[src/rtl/simd_alu_pkg.sv]
package simd_alu_pkg;

  typedef enum logic [3:0] {
    OP_ADD   = 4'd0,
    OP_MIN   = 4'd1,
    OP_MAX   = 4'd2,
    OP_CMPEQ = 4'd3,
    OP_CMPLT = 4'd4,
    OP_SHUF  = 4'd5,
    OP_PACK  = 4'd6,
    OP_DOT   = 4'd7
  } simd_op_e;

  // Extend a lane of width w (<=16) to 17 bits, sign- or zero-filled.
  function automatic logic [16:0] widen(input logic [15:0] v, input int w, input logic sgn);
    logic [16:0] r;
    for (int i = 0; i < 17; i++) begin
      r[i] = (i < w) ? v[i] : (sgn & v[w-1]);
    end
    return r;
  endfunction

  function automatic logic lane_lt(input logic [16:0] x, input logic [16:0] y);
    return $signed(x) < $signed(y);
  endfunction

  function automatic logic [33:0] lane_mul(input logic [16:0] x, input logic [16:0] y);
    logic signed [33:0] p;
    p = $signed(x) * $signed(y);
    return p;
  endfunction

endpackage

[src/rtl/simd_lane_ops.sv]
module simd_lane_ops
  import simd_alu_pkg::*;
#(
  parameter int LW = 8
) (
  input  logic [LW-1:0] a_i,
  input  logic [LW-1:0] b_i,
  input  logic          sgn_i,
  input  simd_op_e      op_i,
  output logic [LW-1:0] y_o
);
  logic [16:0] a_w, b_w;
  logic        lt, eq;
  logic [LW-1:0] sum;

  assign a_w = widen(16'(a_i), LW, sgn_i);
  assign b_w = widen(16'(b_i), LW, sgn_i);
  assign lt  = lane_lt(a_w, b_w);
  assign eq  = (a_i == b_i);
  assign sum = a_i + b_i;

  always_comb begin
    case (op_i)
      OP_ADD:   y_o = sum;
      OP_MIN:   y_o = lt ? a_i : b_i;
      OP_MAX:   y_o = lt ? b_i : a_i;
      OP_CMPEQ: y_o = {LW{eq}};
      OP_CMPLT: y_o = {LW{lt}};
      default:  y_o = '0;
    endcase
  end
endmodule

[src/rtl/simd_permute.sv]
module simd_permute #(
  parameter int DATA_W = 32
) (
  input  logic [DATA_W-1:0] a_i,
  input  logic [DATA_W-1:0] b_i,
  input  logic              lane_byte_i,
  output logic [DATA_W-1:0] shuf_o,
  output logic [DATA_W-1:0] pack_o
);
  localparam int NB = DATA_W / 8;
  localparam int NH = DATA_W / 16;
  localparam int IB = $clog2(NB);
  localparam int IH = $clog2(NH);

  logic [DATA_W-1:0] shuf_b, shuf_h, pack_b, pack_h;

  always_comb begin
    shuf_b = '0;
    for (int i = 0; i < NB; i++) begin
      shuf_b[8*i +: 8] = a_i[8*int'(b_i[8*i +: IB]) +: 8];
    end
    shuf_h = '0;
    for (int i = 0; i < NH; i++) begin
      shuf_h[16*i +: 16] = a_i[16*int'(b_i[16*i +: IH]) +: 16];
    end
  end

  always_comb begin
    pack_b = '0;
    for (int j = 0; j < NB/2; j++) begin
      pack_b[8*j +: 8]            = a_i[16*j +: 8];
      pack_b[DATA_W/2 + 8*j +: 8] = b_i[16*j +: 8];
    end
    pack_h = '0;
    for (int j = 0; j < NH/2; j++) begin
      pack_h[16*j +: 16]            = a_i[32*j +: 16];
      pack_h[DATA_W/2 + 16*j +: 16] = b_i[32*j +: 16];
    end
  end

  assign shuf_o = lane_byte_i ? shuf_b : shuf_h;
  assign pack_o = lane_byte_i ? pack_b : pack_h;
endmodule

[src/rtl/simd_dot.sv]
module simd_dot
  import simd_alu_pkg::*;
#(
  parameter int DATA_W = 32
) (
  input  logic [DATA_W-1:0] a_i,
  input  logic [DATA_W-1:0] b_i,
  input  logic              lane_byte_i,
  input  logic              sgn_i,
  output logic [DATA_W-1:0] dot_o
);
  localparam int NB = DATA_W / 8;
  localparam int NH = DATA_W / 16;

  logic [DATA_W-1:0] acc_b, acc_h;

  always_comb begin
    acc_b = '0;
    for (int i = 0; i < NB; i++) begin
      acc_b = acc_b + DATA_W'(lane_mul(widen(16'(a_i[8*i +: 8]), 8, sgn_i),
                                       widen(16'(b_i[8*i +: 8]), 8, sgn_i)));
    end
    acc_h = '0;
    for (int i = 0; i < NH; i++) begin
      acc_h = acc_h + DATA_W'(lane_mul(widen(a_i[16*i +: 16], 16, sgn_i),
                                       widen(b_i[16*i +: 16], 16, sgn_i)));
    end
  end

  assign dot_o = lane_byte_i ? acc_b : acc_h;
endmodule

[src/rtl/simd_alu.sv]
module simd_alu
  import simd_alu_pkg::*;
#(
  parameter int DATA_W = 32
) (
  input  logic [DATA_W-1:0] op_a,
  input  logic [DATA_W-1:0] op_b,
  input  logic [3:0]        opcode,
  input  logic              lane_byte,
  input  logic              is_signed,
  input  logic              repl,
  output logic [DATA_W-1:0] result
);
  localparam int NB = DATA_W / 8;
  localparam int NH = DATA_W / 16;

  simd_op_e          op;
  logic [DATA_W-1:0] b_eff;
  logic [DATA_W-1:0] byte_res, half_res, lane_res;
  logic [DATA_W-1:0] shuf_res, pack_res, dot_res;
  logic              op_unused;

  assign op        = simd_op_e'(opcode);
  assign op_unused = opcode[3];
  assign b_eff     = !repl     ? op_b :
                     lane_byte ? {NB{op_b[7:0]}} : {NH{op_b[15:0]}};

  for (genvar gi = 0; gi < NB; gi++) begin : g_byte
    simd_lane_ops #(.LW(8)) u_lane (
      .a_i(op_a[8*gi +: 8]), .b_i(b_eff[8*gi +: 8]),
      .sgn_i(is_signed), .op_i(op), .y_o(byte_res[8*gi +: 8])
    );
  end

  for (genvar gi = 0; gi < NH; gi++) begin : g_half
    simd_lane_ops #(.LW(16)) u_lane (
      .a_i(op_a[16*gi +: 16]), .b_i(b_eff[16*gi +: 16]),
      .sgn_i(is_signed), .op_i(op), .y_o(half_res[16*gi +: 16])
    );
  end

  assign lane_res = lane_byte ? byte_res : half_res;

  simd_permute #(.DATA_W(DATA_W)) u_perm (
    .a_i(op_a), .b_i(b_eff), .lane_byte_i(lane_byte),
    .shuf_o(shuf_res), .pack_o(pack_res)
  );

  simd_dot #(.DATA_W(DATA_W)) u_dot (
    .a_i(op_a), .b_i(b_eff), .lane_byte_i(lane_byte),
    .sgn_i(is_signed), .dot_o(dot_res)
  );

  always_comb begin
    if (op_unused) begin
      result = '0;
    end else begin
      case (op)
        OP_SHUF: result = shuf_res;
        OP_PACK: result = pack_res;
        OP_DOT:  result = dot_res;
        default: result = lane_res;
      endcase
    end
  end
endmodule

[config.mk]
export PLATFORM = sky130hd
export DESIGN_NAME = simd_alu
export DESIGN_NICKNAME = d
export VERILOG_FILES = /design/src/rtl/simd_alu_pkg.sv /design/src/rtl/simd_lane_ops.sv /design/src/rtl/simd_permute.sv /design/src/rtl/simd_dot.sv /design/src/rtl/simd_alu.sv
export SDC_FILE = /design/constraint.sdc
export NUM_CORES = 2
export LEC_CHECK = 0
export ABC_AREA = 1
export CAP_MARGIN = 20
export CORE_ASPECT_RATIO = 1.4
export CORE_MARGIN = 8
export CORE_UTILIZATION = 44
export DETAILED_ROUTE_END_ITERATION = 16
export PLACE_DENSITY = 0.56
export SYNTH_ARGS = -nofsm -noshare
export SYNTH_HDL_FRONTEND = slang
export SYNTH_SLANG_ARGS = --single-unit
[constraint.sdc]
create_clock -name vclk -period 15.2
set_clock_uncertainty 0.15 [all_clocks]
set_input_delay 3.04 -clock vclk [all_inputs]
set_output_delay 3.04 -clock vclk [all_outputs]
set_load 0.01 [all_outputs]
## Word-level counts from Yosys, hierarchy flattened

Index checks and enable logic that the tools add are counted.

- Muxes and demuxes: 26
- $add $sub $neg: 10
- Equal/unequal tests: 13
- Div/mod/pow operators: 0
- Bitwise gates (word level): 8
- Order comparisons: 6
- Multiply operators: 6
- Shift-type cells: 6
- Reductions and logical operators: 1

Operators with widths:

| operator | count |
|---|---|
| two-way mux 32 bit | 7 |
| one-hot mux 16 bit (5 select lines) | 2 |
| one-hot mux 8 bit (5 select lines) | 4 |
| adder 32 bit | 4 |
| variable part select 32 x 6 -> 8 bit | 4 |
| one-hot mux 32 bit (3 select lines) | 1 |
| multiplier 9 x 9 -> 18 bit | 4 |
| multiplier 17 x 17 -> 32 bit | 2 |
| two-way mux 16 bit | 4 |
| two-way mux 8 bit | 8 |
| variable part select 32 x 6 -> 16 bit | 2 |
| less-than comparator 9 bit | 4 |
| less-than comparator 17 bit | 2 |
| adder 16 bit | 2 |
| adder 8 bit | 4 |
| == test 16 bit | 2 |
| == test 8 bit | 4 |
| == test 4 x 3 -> 1 bit, second input constant | 4 |
| bitwise AND 1 bit | 8 |
| == test 4 x 2 -> 1 bit, second input constant | 2 |
| == test 4 x 1 -> 1 bit, second input constant | 1 |
| logical NOT 4 bit | 1 |

- Bits in read-only memories: 0
- Memory bits (writable): 0
- Memories kept: 0
- Bits of input ports: 71
- Register bits after elaboration: 0
- Logic and storage cells: 76
- Bits in latches: 0

## Longest topological paths before layout

- Depth in word-level cells: 10
- Gate-level depth with buffers: 47
- Depth with buffers taken out: 45

## Modules after synthesis

From an unflattened synthesis, not the netlist that was laid out.

- Cells, all modules: 6457
- Area, all modules: 46836.2 µm²

Modules (own cells, without submodules):

| module | sequential area each (µm²) | times used | cells an instance | area an instance (µm²) |
|---|---|---|---|---|
| simd_dot | 0.0 | 1 | 3992 | 33654.8 |
| simd_lane_ops (g_half[0].u_lane ...) | 0.0 | 2 | 402 | 2316.0 |
| simd_lane_ops (g_byte[0].u_lane ...) | 0.0 | 4 | 193 | 1103.6 |
| simd_alu | 0.0 | 1 | 465 | 2130.8 |
| simd_permute | 0.0 | 1 | 424 | 2004.4 |

## Worst setup path before layout

OpenSTA, ideal clock, no wires.

- Path kind: input to output
- Start point: in repl
- End point: out result[24]
- Cell stages on the path: 38
- Data arrival time: 11.059 ns
- Buffers on the path: 3
- Data required time: 12.010 ns
- Slack: 0.951 ns
- Path through: buf_4 > inv_2 > buf_6 > o22ai_1 > a21oi_1 > clkinv_1 > buf_2 > ha_1 > fa_1 > fa_1 > fa_1 > fa_1 > inv_1 > fa_1 > inv_1 > ha_1 > inv_1 > o31ai_1 > (+2 left out) > o21ai_1 > a21oi_1 > o21ai_1 > xor2_1 > fa_1 > inv_1 > fa_1 > inv_1 > ha_1 > a21oi_1 > o21ai_0 > a31oi_1 > nand4_1 > a21oi_1 > o21ai_0 > nand3_1 > nor2_1 > nor2_1

- Longest elaborated chain between the ends: 9
- Elaborated cells on any way between the ends: 35
- Classes of those cells: add/sub (6); mul (6); order compare (2); eq/ne (2); shift (2); mux (13); bitwise (4)

Ends and longest elaborated chain:

| item | RTL line | text |
|---|---|---|
| from (decl) | simd_alu.sv:11 | `input logic repl,` |
| two-way mux 32 bit (*) | simd_alu.sv:25 | `assign b_eff = !repl ? op_b :` |
| bitwise AND 1 bit | - |  |
| multiplier 9 x 9 -> 18 bit | simd_alu_pkg.sv:29 | `p = $signed(x) * $signed(y);` |
| adder 32 bit (3 in a row) | simd_dot.sv:20 | `acc_b = acc_b + DATA_W'(lane_mul(widen(16'(a_i[8*i +: 8]), 8, sgn_i),` |
| two-way mux 32 bit | simd_dot.sv:30 | `assign dot_o = lane_byte_i ? acc_b : acc_h;` |
| one-hot mux 32 bit (3 select lines) (*) | simd_alu.sv:58 | `case (op)` |
| two-way mux 32 bit (*) | simd_alu.sv:55 | `if (op_unused) begin` |
| to (decl) | simd_alu.sv:12 | `output logic [DATA_W-1:0] result` |

Every way passes the cells marked *; elsewhere a longest branch is shown, timed or not.

## Worst setup path in the final report

- Start point: in op_b[3]
- End point: out result[22]

- Longest elaborated chain between the ends: 9
- Elaborated cells on any way between the ends: 28
- Classes of those cells: add/sub (6); mul (6); order compare (2); eq/ne (2); mux (12)

Ends and longest elaborated chain:

| item | RTL line | text |
|---|---|---|
| from (decl) | simd_alu.sv:7 | `input logic [DATA_W-1:0] op_b,` |
| two-way mux 32 bit | simd_alu.sv:26 | `lane_byte ? {NB{op_b[7:0]}} : {NH{op_b[15:0]}};` |
| two-way mux 32 bit (*) | simd_alu.sv:25 |  |
| multiplier 9 x 9 -> 18 bit | simd_alu_pkg.sv:29 |  |
| adder 32 bit (3 in a row) | simd_dot.sv:20 |  |
| two-way mux 32 bit | simd_dot.sv:30 |  |
| one-hot mux 32 bit (3 select lines) (*) | simd_alu.sv:58 |  |
| two-way mux 32 bit (*) | simd_alu.sv:55 |  |

Marks and branches as above.

==> results.py <==
metrics = {
    "timing": {
        "fmax_mhz": 66.62,
        "hold_viol": 0,
        "tightest_slew_ps": 995.5,
        "fin_crit_sh_pct": 98.76,
        "max-slew-margin-rel_pct": 33.56,
        "slew_viol_final": 0,
        "min_period_ps": 15010,
        "whs_ps": 6991,
        "setup_violations": 0,
    },
    "synth": {
        "ys_types": 61,
        "ys_seq_area_share_pct": 0,
        "synth-xor-area-share_pct": 2.160,
        "netlist.area_leader.share_pct": 42.87,
        "yosys.area.top_type": "fa_1",
        "synth_commonest_cells": "1526 x inv_1, 1111 x nand2_1, 903 x fa_1, 385 x ha_1, 288 x nor2_1",
        "synth.area.mux_share_pct": 0,
        "synth_compound_gate_area_share_pct": 9.643,
        "syn_inst": 5664,
        "synth_most_common_cell": "inv_1",
        "synth_fp_nets": 7023,
        "syn_area_um2": 42170,
        "synthAdderAreaFrac_pct": 54.29,
        "synth_simple_gate_area_share_pct": 17.58,
        "syn_avg_cell_area_um2": 7.445,
        "ys.warnings.count": 0,
        "synth_top_family_by_area": "adder cells",
        "yosys-top-cells-area": "fa_1 43%, inv_1 14%, ha_1 11%",
    },
    "cells_and_area": {
        "synthToLayoutAreaGrowth_pct": 21.08,
        "regArea_um2": 0,
        "nClkBuffers": 0,
        "fin_area_um2": 51060,
        "drive_gt1_share_pct": 16.25,
        "nFlopsAndLatches": 0,
        "fin_util_pct": 53.62,
        "nets": 7767,
    },
    "global_routing": {
        "grt_max_degree": 65,
        "grt-ovfl-total": 0,
        "grt_pass1_vias": 42696,
        "antenna_found_initial": 5,
        "gr-usage-all-layers_pct": 35.92,
        "grt_pass1_wl_um": 280700,
    },
    "floorplan": {
        "rows": 134,
        "dieHeight_um": 382.3,
        "core-area_um2": 95230,
        "start_util_pct": 44.28,
        "die_area_um2": 106100,
        "chipWidth_um": 277.6,
        "ios": 103,
    },
    "setup_path": {
        "required_ps": 12010,
        "max_stage_delay_ps": 530,
        "startpoint": "op_b[3]",
        "startpoint_type": "primary input",
        "critical_path.slowest_cell": "fa_1",
        "endpoint": "result[22]",
        "worst-path-max-fanout": 5,
        "cp-end-kind": "output port",
        "critPathKind": "in -> out",
        "cp.arrival_ps": 11820,
    },
    "drt": {
        "vias": 40875,
        "routedWlPerCell_um": 25.06,
        "first_pass_iters": 11,
        "drcViolationCount": 0,
        "wl_um": 191500,
        "routed_via_density": 5.350,
        "drtIter0Drc": 3466,
        "postRouteAntennaNets": 0,
    },
    "place": {
        "io_buffers": 103,
        "place_area_um2": 50380,
        "globalplace.congestion": 1.032,
        "place_hpwl_um": 168200,
    },
    "hold_path": {
        "hp-class": "in -> out",
        "hold_depth": 8,
    },
    "job": {
        "cap_violations": 0,
    },
    "run_status": {
        "status": "complete, no violations",
    },
}
==> kinds of logic after synthesis <==
kind of cell,after synthesis
compound gates,709
xor+xnor,104
fa+ha+maj,1288
buf+inv,1780
simple gates,1783
==> what timing repair did <==
| item | in CTS | in global routing |
|---|---|---|
| endpoints found under the setup margin | 22 | 22 |
| hold buffers | 0 | 0 |
| pin swaps | 22 | 39 |
| resized for setup | 79 | 95 |
| buffers inserted | 5 | 6 |
==> metal layers <==
layer	vias to the layer above	track usage (%)	wire length, um
met1	20169	41.04	68290
met4	2	24.72	17150
met3	480	4.765	13290
li1	18473	-	-
met5	-	0	1
met2	1751	62.22	92760
==> cell usage in the layout, fill, tap and decap left out, types with 25 or more instances in the layout <==
| cell | n |
|---|---|
| nand4_1 | 50 |
| nand2_1 | 1092 |
| clkdlybuf4s50_1 | 75 |
| o21ai_0 | 196 |
| a21oi_1 | 265 |
| nor2_1 | 270 |
| ha_1 | 370 |
| nor3_1 | 27 |
| inv_1 | 1514 |
| nand2_2 | 26 |
| fa_1 | 898 |
| o211ai_1 | 86 |
| inv_2 | 25 |
| xnor2_1 | 46 |
| buf_4 | 832 |
| nand3_1 | 250 |
| xor2_1 | 56 |
| o21ai_1 | 25 |
==> final cells by class <==
class | instances | area, um^2
Antenna cell | 10 | 25.02
Fill cell | 9597 | 44170
Inverter | 1558 | 5859
Multi-Input combinational cell | 3884 | 35850
Tap cell | 1224 | 1531
Timing Repair Buffer | 964 | 7796
==> per-stage QoR <==
stage | setup WS [ps] | instances | TNS, ps
CTS | 3.328 | 7624 | 0
global route | -27.56 | 7630 | -27.56
floorplan | 950.9 | 5664 | 0
detailed placement | -831.6 | 7619 | -12800
global placement | -813.9 | 7618 | -12450
finish | 188.7 | 7640 | 0
==> worst min path at each step <==
stage	slack, ps	startpoint	endpoint
6_report	6990	lane_byte	result[17]
3_3_place_gp	7170	lane_byte	result[26]
4_1_cts	6990	lane_byte	result[26]
5_1_grt	7050	lane_byte	result[26]
3_5_place_dp	7160	lane_byte	result[26]
2_1_floorplan	6160	op_a[19]	result[11]
==> critical path: cells and delay by family <==
kind / cells / cell delay [ps]
AOI/OAI and AO/OA: 8 / 1110
xor gates and xnor gates: 1 / 130
adders and majority gates: 9 / 4050
buffers and inverters: 16 / 1960
and+or+nand+nor: 14 / 1510
